**src/rtl/mesh_router_pkg.sv**
```systemverilog
package mesh_router_pkg;
    parameter int ROW_W  = 3;
    parameter int COL_W  = 3;
    parameter int CLS_W  = 2;
    parameter int PAY_W  = 16;
    parameter int NPORT  = 5;
    localparam int FLIT_W = CLS_W + ROW_W + COL_W + PAY_W;

    localparam int PN = 0;
    localparam int PS = 1;
    localparam int PE = 2;
    localparam int PW = 3;
    localparam int PL = 4;

    typedef struct packed {
        logic [CLS_W-1:0] cls;
        logic [ROW_W-1:0] row;
        logic [COL_W-1:0] col;
        logic [PAY_W-1:0] pay;
    } flit_t;

    // k-th input in the priority list of output o (k=0 wins)
    function automatic int prio_port(input int o, input int k);
        int first;
        int cnt;
        int res;
        first = (o == PN) ? PS : (o == PS) ? PN : (o == PE) ? PW : (o == PW) ? PE : PN;
        res = PL;
        if (k == 0) begin
            res = first;
        end else if (k < NPORT - 1) begin
            cnt = 1;
            for (int j = 0; j < NPORT - 1; j++) begin
                if (j != first) begin
                    if (cnt == k) res = j;
                    cnt = cnt + 1;
                end
            end
        end
        return res;
    endfunction
endpackage

```
**src/rtl/mesh_route_calc.sv**
```systemverilog
module mesh_route_calc
    import mesh_router_pkg::*;
#(
    parameter logic [ROW_W-1:0] MY_ROW = 3'd3,
    parameter logic [COL_W-1:0] MY_COL = 3'd4
) (
    input  logic [ROW_W-1:0] dst_row,
    input  logic [COL_W-1:0] dst_col,
    output logic [NPORT-1:0] dir
);
    always_comb begin
        dir = '0;
        if (dst_row < MY_ROW)      dir[PN] = 1'b1;
        else if (dst_row > MY_ROW) dir[PS] = 1'b1;
        else if (dst_col > MY_COL) dir[PE] = 1'b1;
        else if (dst_col < MY_COL) dir[PW] = 1'b1;
        else                       dir[PL] = 1'b1;
    end
endmodule

```
**src/rtl/mesh_prio_arb.sv**
```systemverilog
module mesh_prio_arb #(
    parameter int N = 5
) (
    input  logic         en,
    input  logic [N-1:0] req,
    output logic [N-1:0] gnt
);
    always_comb begin
        logic taken;
        taken = 1'b0;
        gnt = '0;
        for (int k = 0; k < N; k++) begin
            if (req[k] && !taken && en) begin
                gnt[k] = 1'b1;
                taken = 1'b1;
            end
        end
    end
endmodule

```
**src/rtl/mesh_hop_pipe.sv**
```systemverilog
module mesh_hop_pipe #(
    parameter int DEPTH = 1,
    parameter int W     = 24
) (
    input  logic         clk,
    input  logic         rst_n,
    input  logic         in_valid,
    output logic         in_ready,
    input  logic [W-1:0] in_data,
    output logic         out_valid,
    input  logic         out_ready,
    output logic [W-1:0] out_data
);
    typedef struct packed {
        logic [DEPTH-1:0]        vld;
        logic [DEPTH-1:0][W-1:0] dat;
    } pipe_st_t;

    pipe_st_t st_d, st_q;
    logic stall;

    assign stall     = st_q.vld[DEPTH-1] & ~out_ready;
    assign in_ready  = ~stall;
    assign out_valid = st_q.vld[DEPTH-1];
    assign out_data  = st_q.dat[DEPTH-1];

    always_comb begin
        st_d = st_q;
        if (!stall) begin
            st_d.vld[0] = in_valid;
            st_d.dat[0] = in_data;
            for (int k = 1; k < DEPTH; k++) begin
                st_d.vld[k] = st_q.vld[k-1];
                st_d.dat[k] = st_q.dat[k-1];
            end
        end
    end

    always_ff @(posedge clk) begin
        if (!rst_n) st_q <= '0;
        else        st_q <= st_d;
    end
endmodule

```
**src/rtl/mesh_yx_router.sv**
```systemverilog
module mesh_yx_router
    import mesh_router_pkg::*;
#(
    parameter logic [ROW_W-1:0] MY_ROW    = 3'd3,
    parameter logic [COL_W-1:0] MY_COL    = 3'd4,
    parameter logic [CLS_W-1:0] PKT_CLASS = 2'd1,
    parameter int               Y_HOP_CYC = 1,
    parameter int               X_HOP_CYC = 2,
    parameter int               EJ_CYC    = 1
) (
    input  logic                          clk,
    input  logic                          rst_n,
    input  logic [NPORT-1:0]              in_valid,
    output logic [NPORT-1:0]              in_ready,
    input  logic [NPORT-1:0][FLIT_W-1:0]  in_flit,
    output logic [NPORT-1:0]              out_valid,
    input  logic [NPORT-1:0]              out_ready,
    output logic [NPORT-1:0][FLIT_W-1:0]  out_flit
);
    logic [NPORT-1:0][NPORT-1:0] dir;      // [input][output]
    logic [NPORT-1:0][NPORT-1:0] grant;    // [output][input]
    logic [NPORT-1:0]            pipe_rdy;
    logic [NPORT-1:0]            pipe_vld;
    logic [NPORT-1:0][FLIT_W-1:0] pipe_dat;

    for (genvar i = 0; i < NPORT; i++) begin : g_rc
        flit_t f;
        assign f = flit_t'(in_flit[i]);
        mesh_route_calc #(.MY_ROW(MY_ROW), .MY_COL(MY_COL)) u_rc (
            .dst_row(f.row),
            .dst_col(f.col),
            .dir    (dir[i])
        );
    end

    for (genvar o = 0; o < NPORT; o++) begin : g_out
        localparam int DEPTH = (o == PN || o == PS) ? Y_HOP_CYC :
                               (o == PE || o == PW) ? X_HOP_CYC : EJ_CYC;
        logic [NPORT-1:0] req_p;
        logic [NPORT-1:0] gnt_p;

        for (genvar k = 0; k < NPORT; k++) begin : g_perm
            localparam int SRC = prio_port(o, k);
            assign req_p[k]        = in_valid[SRC] & dir[SRC][o];
            assign grant[o][SRC]   = gnt_p[k];
        end

        mesh_prio_arb #(.N(NPORT)) u_arb (
            .en (pipe_rdy[o]),
            .req(req_p),
            .gnt(gnt_p)
        );

        always_comb begin
            pipe_dat[o] = '0;
            for (int i = 0; i < NPORT; i++) begin
                if (grant[o][i]) pipe_dat[o] = pipe_dat[o] | in_flit[i];
            end
        end
        assign pipe_vld[o] = |gnt_p;

        mesh_hop_pipe #(.DEPTH(DEPTH), .W(FLIT_W)) u_pipe (
            .clk      (clk),
            .rst_n    (rst_n),
            .in_valid (pipe_vld[o]),
            .in_ready (pipe_rdy[o]),
            .in_data  (pipe_dat[o]),
            .out_valid(out_valid[o]),
            .out_ready(out_ready[o]),
            .out_data (out_flit[o])
        );
    end

    always_comb begin
        in_ready = '0;
        for (int i = 0; i < NPORT; i++) begin
            for (int o = 0; o < NPORT; o++) begin
                if (grant[o][i]) in_ready[i] = 1'b1;
            end
        end
    end
endmodule

```
**config.mk**
```make
export PLATFORM = sky130hd
export DESIGN_NAME = mesh_yx_router
export DESIGN_NICKNAME = d
export VERILOG_FILES = /design/src/rtl/mesh_router_pkg.sv /design/src/rtl/mesh_route_calc.sv /design/src/rtl/mesh_prio_arb.sv /design/src/rtl/mesh_hop_pipe.sv /design/src/rtl/mesh_yx_router.sv
export SDC_FILE = /design/constraint.sdc
export NUM_CORES = 1
export LEC_CHECK = 0
export ABC_AREA = 1
export BUFFER_PORTS_ARGS = -buffer_cell sky130_fd_sc_hd__clkbuf_2
export CORE_UTILIZATION = 40
export CTS_CLUSTER_SIZE = 40
export DETAILED_ROUTE_END_ITERATION = 7
export PLACE_DENSITY = 0.69
export SKIP_LAST_GASP = 1
export SYNTH_ARGS = -nofsm -noshare
export SYNTH_HDL_FRONTEND = slang
export SYNTH_SLANG_ARGS = --single-unit
```
**constraint.sdc**
```tcl
create_clock -name clk -period 1.4 [get_ports clk]
set_clock_uncertainty 0.05 [all_clocks]
set_input_delay 0.14 -clock clk [delete_from_list [all_inputs] [get_ports clk]]
set_output_delay 0.14 -clock clk [all_outputs]
set_load 0.02 [all_outputs]
```
==> results of run 1 <==
-- logic make-up (layout without fill, tap and decap cells) --
family / Yosys count / count (layout) / share of synthesized area
buffers and inverters: 406 / 822 / 0.161
other: 0 / 1 / 0
AND/OR/NAND/NOR: 1010 / 1010 / 0.394
flip-flops: 175 / 175 / 0.305
AO/OA/AOI/OAI: 316 / 316 / 0.141
-- power groups by stage --
stage	logic, mW	clock network (mW)	registers (mW)
after global routing	4.09	5.36	5.43
final	3.88	5.16	5.41
after floorplan	1.52	0	5.63
after CTS	3.55	5.16	5.40
after detailed placement	3.10	0	5.51
after global placement	3.08	0	5.51
-- registers in the layout, indices dropped and copies added (netlist names) --
register / flops
g_out.u_pipe.out_data: 120
g_out.u_pipe.st_q: 50
g_out.u_pipe.out_valid: 5
-- worst min path at each step --
stage / from / depth (start not counted) / end
3_3_place_gp: g_out[0].u_pipe.out_data[21]$_SDFFE_PN0N_ / 2 / g_out[0].u_pipe.out_data[21]$_SDFFE_PN0N_
2_1_floorplan: in_flit[108] / 2 / g_out[1].u_pipe.out_data[12]$_SDFFE_PN0N_
3_5_place_dp: g_out[0].u_pipe.out_data[21]$_SDFFE_PN0N_ / 2 / g_out[0].u_pipe.out_data[21]$_SDFFE_PN0N_
6_report: in_flit[115] / 4 / g_out[1].u_pipe.out_data[19]$_SDFFE_PN0N_
5_1_grt: in_flit[115] / 4 / g_out[1].u_pipe.out_data[19]$_SDFFE_PN0N_
4_1_cts: in_flit[115] / 4 / g_out[1].u_pipe.out_data[19]$_SDFFE_PN0N_
-- area by class of cell --
type / count / area [um2]
Multi-Input combinational cell: 1326 / 7130
Sequential cell: 175 / 3520
Tap cell: 378 / 473
Inverter: 229 / 880
Antenna cell: 1 / 2.50
Fill cell: 2502 / 10700
Timing Repair Buffer: 561 / 4660
Clock inverter: 15 / 186
Clock buffer: 17 / 425
-- routing by layer --
metal,track usage,part of all wire
met3,0.0805,0.13
met4,0.238,0.074
met1,0.483,0.38
met5,0,0.00026
met2,0.548,0.42
-- Yosys cell counts, drive strengths merged, types with 2 or more instances --
library cell    n
nor3b           3
nand3         281
clkbuf         60
nor3           26
buf           117
inv           228
a21oi          92
nand2         284
a31oi          25
o21ai         198
nor4            2
dfxtp         175
nor2          363
nand4          50
-- worst max-delay path: stages (launching register included) --
cell	delay (ns)
dfxtp_4	0.38
inv_4	0.04
nor2_4	0.13
nor2_2	0.05
nand2_2	0.14
nand2_4	0.10
nor2_4	0.18
buf_12	0.12
nand3_4	0.06
nand3_4	0.11
buf_8	0.12
-- repair_timing --
| action | 4_1_cts | 5_1_grt |
|---|---|---|
| hold buffers | 30 | 0 |
| gates resized for setup | 246 | 134 |
| gates cloned | 6 | 6 |
| setup buffers | 89 | 29 |
| pin swaps | 112 | 83 |
| setup endpoints to repair | 130 | 125 |
| endpoints found under the hold margin | 19 | 0 |
==> metrics.csv, run 1 <==
metric,value,unit
critical path endpoint,in_ready[4],
sequential power share,0.374,
final worst-path cycle share,1.49,
grt total ovfl,0,
VDD IR max,0.000764,V
cell total after placement,2565,
DP HPWL,38200,um
largest net degree at the start of global routing,50,
most frequent cells in the layout,"295 x nor2_1, 254 x clkbuf_2, 244 x nand2_1",
# setup viols final,124,
CTS tree,built,
final setup TNS,-44.64,ns
failing checks,"design-rule violations, negative setup slack",
Post-synth ARST share,0,
Mapped Cells,1907,
Worst R2R End,g_out[2].u_pipe.st_q[1]$_SDFFE_PN0N_,
"most common cell after layout, fill and taps aside",nor2_1,
Hold WS,0.0155,ns
largest cells by area after synthesis,"dfxtp_1 30%, nand3_1 12%, nor2_1 11%",
Worst R2R Path Depth,12,
Die H,172,um
Die X,172,um
Die Area,0.0294,mm2
Routed WL per cell,21.2,um
Main synth FF type,dfxtp_1,
Reg-to-Reg Start,g_out[2].u_pipe.out_valid$_SDFFE_PN0N_,
reg2reg setup slack,-0.58,ns
Unique masters post-synth,33,
Place WS,-0.582,ns
initial antenna violation count,2,
Antenna Nets Post-Route,0,
relative slew slack,0.660,
I/O Buffers,261,
CP Capture Type,output port,
part of the power in combinational logic,0.269,
post-synthesis sequential area ratio,0.305,
leading area contributor after synthesis,dfxtp_1,
Max Transition Viols Final,0,
"Hold Violations, Final",0,
P per Cell Area,836,mW/mm2
share of the synthesized area in the top cell type,0.305,
#FFs+latches synth,175,
later-pin clock latency in the skew report,0.46,ns
clock slew at reported path FFs,0.08,ns
max_cap viols,0,
iteration-0 DRC count of the detailed router,2302,
Final Util,0.617,
All-Layer GR Usage,0.370,
number of global-route vias before repair,14000,
leakage,8.78,nW
CTS sink count,175,
worst slew pin tran,0.509,ns
I/O Pins,262,
fmax,479,MHz
Finished Layout Cells,2702,
Internal Power,9.45,mW
net switching power,5.00,mW
cell row count,61,
Remaining DRCs,28,
core area,0.0280,mm2
GPL Wtd Cong,0.960,
Nets,2442,
DRT Pass-1 Iters,8,
largest fanout on the critical path,3,
switching share of power,0.346,
Finished Cell Area,0.0173,mm2
CTS Buf Count,17,
Critical Path Source,g_out[2].u_pipe.out_valid$_SDFFE_PN0N_,
RSZ-0062 raised after global routing,true,
Post-Syn Nets,2039,
synthesized cell area,0.0115,mm2
# H-tree levels,4,
WP data arrival,1.90,ns
"EDFF count, synth",0,
critical path startpoint category,flip-flop,
drt total wl,57300,um
worst path required time,1.21,ns
Clock Root Buffer,clkbuf_16,
first-pass GRT wire length,81200,um
Pwr Total,14.5,mW
Ys Warns,0,
Vias/cell,5.75,
average size of a mapped cell,6.03,um2
Post-DP Area,0.0142,mm2
layout cells sized above 1,0.339,
Tmin final,2.09,ns
final worst setup slack,-0.689,ns
Hold Crit Class,in2reg,
clock network power share,0.357,
Crit Path Class,reg2out,
Clock Tree Buf Depth,2,
vias,15500,
initial core utilization,0.410,
status,"finished, violations left",
area delta synth->final,50.3,%
Power figures use the tool's default switching activity.
==> run 2, diff against run 1 <==
--- a/config.mk
+++ b/config.mk
@@ -11,7 +11,6 @@
 export CTS_CLUSTER_SIZE = 40
 export DETAILED_ROUTE_END_ITERATION = 7
 export PLACE_DENSITY = 0.69
-export SKIP_LAST_GASP = 1
 export SYNTH_ARGS = -nofsm -noshare
 export SYNTH_HDL_FRONTEND = slang
 export SYNTH_SLANG_ARGS = --single-unit
==> metrics.csv, run 2 (synthesis gave the netlist of run 1 again) <==
metric,value,unit,change
critical path startpoint category,flip-flop,,
Max Transition Viols Final,0,,unchanged
DRT Pass-1 Iters,8,,unchanged
largest net degree at the start of global routing,50,,unchanged
core area,0.0280,mm2,unchanged
initial core utilization,0.410,,unchanged
max reg flops,120,,unchanged
CTS tree,built,,
Die Area,0.0294,mm2,unchanged
"most common cell after layout, fill and taps aside",nor2_1,,
Crit Path Class,reg2out,,
# setup viols final,123,,-0.81%
clock slew at reported path FFs,0.08,ns,about the same
CP Capture Type,output port,,
largest fanout on the critical path,6,,+3
Hold Crit Class,in2reg,,
final setup TNS,-44.31,ns,+0.325 ns
area delta synth->final,54.3,%,
WP data arrival,1.87,ns,-0.03 ns
P per Cell Area,824,mW/mm2,-1.5%
CTS Buf Count,17,,unchanged
Fillers,2432,,-2.8%
Nets,2448,,+0.25%
iteration-0 DRC count of the detailed router,2579,,+12%
cell row count,61,,unchanged
RSZ-0062 raised after global routing,true,,
number of global-route vias before repair,14000,,+0.28%
first-pass GRT wire length,81400,um,+0.21%
CTS sink count,175,,unchanged
fmax,486,MHz,+1.5%
Routed WL per cell,21.5,um,+1.6%
grt total ovfl,0,,unchanged
Remaining DRCs,8,,-71%
cell total after placement,2565,,unchanged
layout cells sized above 1,0.369,,+0.0305
failing checks,"design-rule violations, negative hold slack, negative setup slack",,
Vias/cell,5.80,,+0.95%
max_cap viols,0,,unchanged
final worst-path cycle share,1.47,,-0.0223
relative slew slack,0.714,,+0.0537
worst slew pin tran,0.428,ns,-0.0811 ns
Finished Cell Area,0.0177,mm2,+2.6%
DP HPWL,38200,um,unchanged
initial antenna violation count,3,,+1
Die X,172,um,unchanged
most frequent cells in the layout,"272 x nor2_1, 254 x clkbuf_2, 231 x nand2_1",,
VDD IR max,0.000755,V,-1.2%
Finished Layout Cells,2709,,+0.26%
Tmin final,2.06,ns,-0.0312 ns
later-pin clock latency in the skew report,0.46,ns,about the same
I/O Buffers,261,,unchanged
Antenna Nets Post-Route,0,,unchanged
Pwr Total,14.6,mW,+1.1%
# H-tree levels,4,,unchanged
Place WS,-0.582,ns,unchanged
Die H,172,um,unchanged
leakage,8.95,nW,+2.0%
"Hold Violations, Final",1,,+1
final worst setup slack,-0.658,ns,+0.0312 ns
multi-input logic area,0.00746,mm2,+4.7%
sequential cell area,0.00352,mm2,unchanged
worst path required time,1.21,ns,about the same
vias,15700,,+1.2%
Clock Root Buffer,clkbuf_16,,
GPL Wtd Cong,0.960,,unchanged
drt total wl,58300,um,+1.8%
Clock Tree Buf Depth,2,,unchanged
All-Layer GR Usage,0.371,,+0.000543
Post-DP Area,0.0142,mm2,unchanged
Hold WS,-0.00780,ns,-0.0233 ns
I/O Pins,262,,unchanged
status,"finished, violations left",,
==> run 2: cell count changes in the layout (fill, tap and decap cells not counted), moves of 6 or more <==
cell	change
nand2_1	-13
nand2_2	+6
nand2_4	+7
nand3_1	-25
nand3_2	+23
nor2_1	-23
nor2_2	+18
==> run 2: worst max-delay path, cell delays in order, from the launching register on <==
cell and delay, ns:
dfxtp_4 0.40, nand2_8 0.08, nand4_1 0.12, nand3_2 0.17
nor2b_4 0.23, nor2_4 0.06, nand4_1 0.16, clkbuf_8 0.18
==> run 2: what timing repair did <==
| item | CTS | global route |
|---|---|---|
| gates resized for setup | 277 | 209 |
| endpoints found under the setup margin | 130 | 127 |
| hold endpoints to repair | 19 | 0 |
| setup buffers | 89 | 34 |
| hold buffers | 30 | 0 |
| pin swaps | 113 | 122 |
| gates cloned | 6 | 7 |
==> run 2: path summary, 6_finish.rpt <==
kind	start	to	slack [ns]	depth (start not counted)
worst max-delay path	g_out[0].u_pipe.out_valid$_SDFFE_PN0N_	in_ready[3]	-0.66	7
worst min-delay path	in_flit[115]	g_out[1].u_pipe.out_data[19]$_SDFFE_PN0N_	-0.008	4
worst max register to register	g_out[2].u_pipe.out_valid$_SDFFE_PN0N_	g_out[2].u_pipe.st_q[11]$_SDFFE_PN0N_	-0.64	16
worst min register to register	g_out[0].u_pipe.out_data[21]$_SDFFE_PN0N_	g_out[0].u_pipe.out_data[21]$_SDFFE_PN0N_	0.39	2
==> run 2: routing by layer <==
metal | vias up | share of wire | global-route usage
met5 | - | 0.00022 | 0
met2 | 1324 | 0.42 | 0.547
li1 | 6971 | - | -
met3 | 342 | 0.13 | 0.0833
met4 | 2 | 0.069 | 0.240
met1 | 7072 | 0.38 | 0.483
==> run 2: layout make-up <==
type,count,area share
multi-input cells,1326,0.421
clock inverters,15,0.0105
inverters,229,0.0496
repair buffers,567,0.270
flip-flops and latches,175,0.199
diodes,2,0.000282
clock buffers,17,0.0240
well taps,378,0.0267
==> run 2: where the power goes <==
group	switching, mW	total [mW]	internal, mW
combinational	2.48	4.04	1.56
sequential	0.181	5.41	5.23
clock	2.44	5.17	2.72
total	5.10	14.6	9.51
==> run 2: stage by stage <==
| stage | hold slack, ns | utilization |
|---|---|---|
| after floorplan | 0.231 | - |
| after global placement | 0.372 | 0.508 |
| after detailed placement | 0.383 | 0.508 |
| after CTS | 0.00286 | 0.600 |
| after global routing | -0.00259 | 0.633 |
| final | -0.00780 | 0.633 |
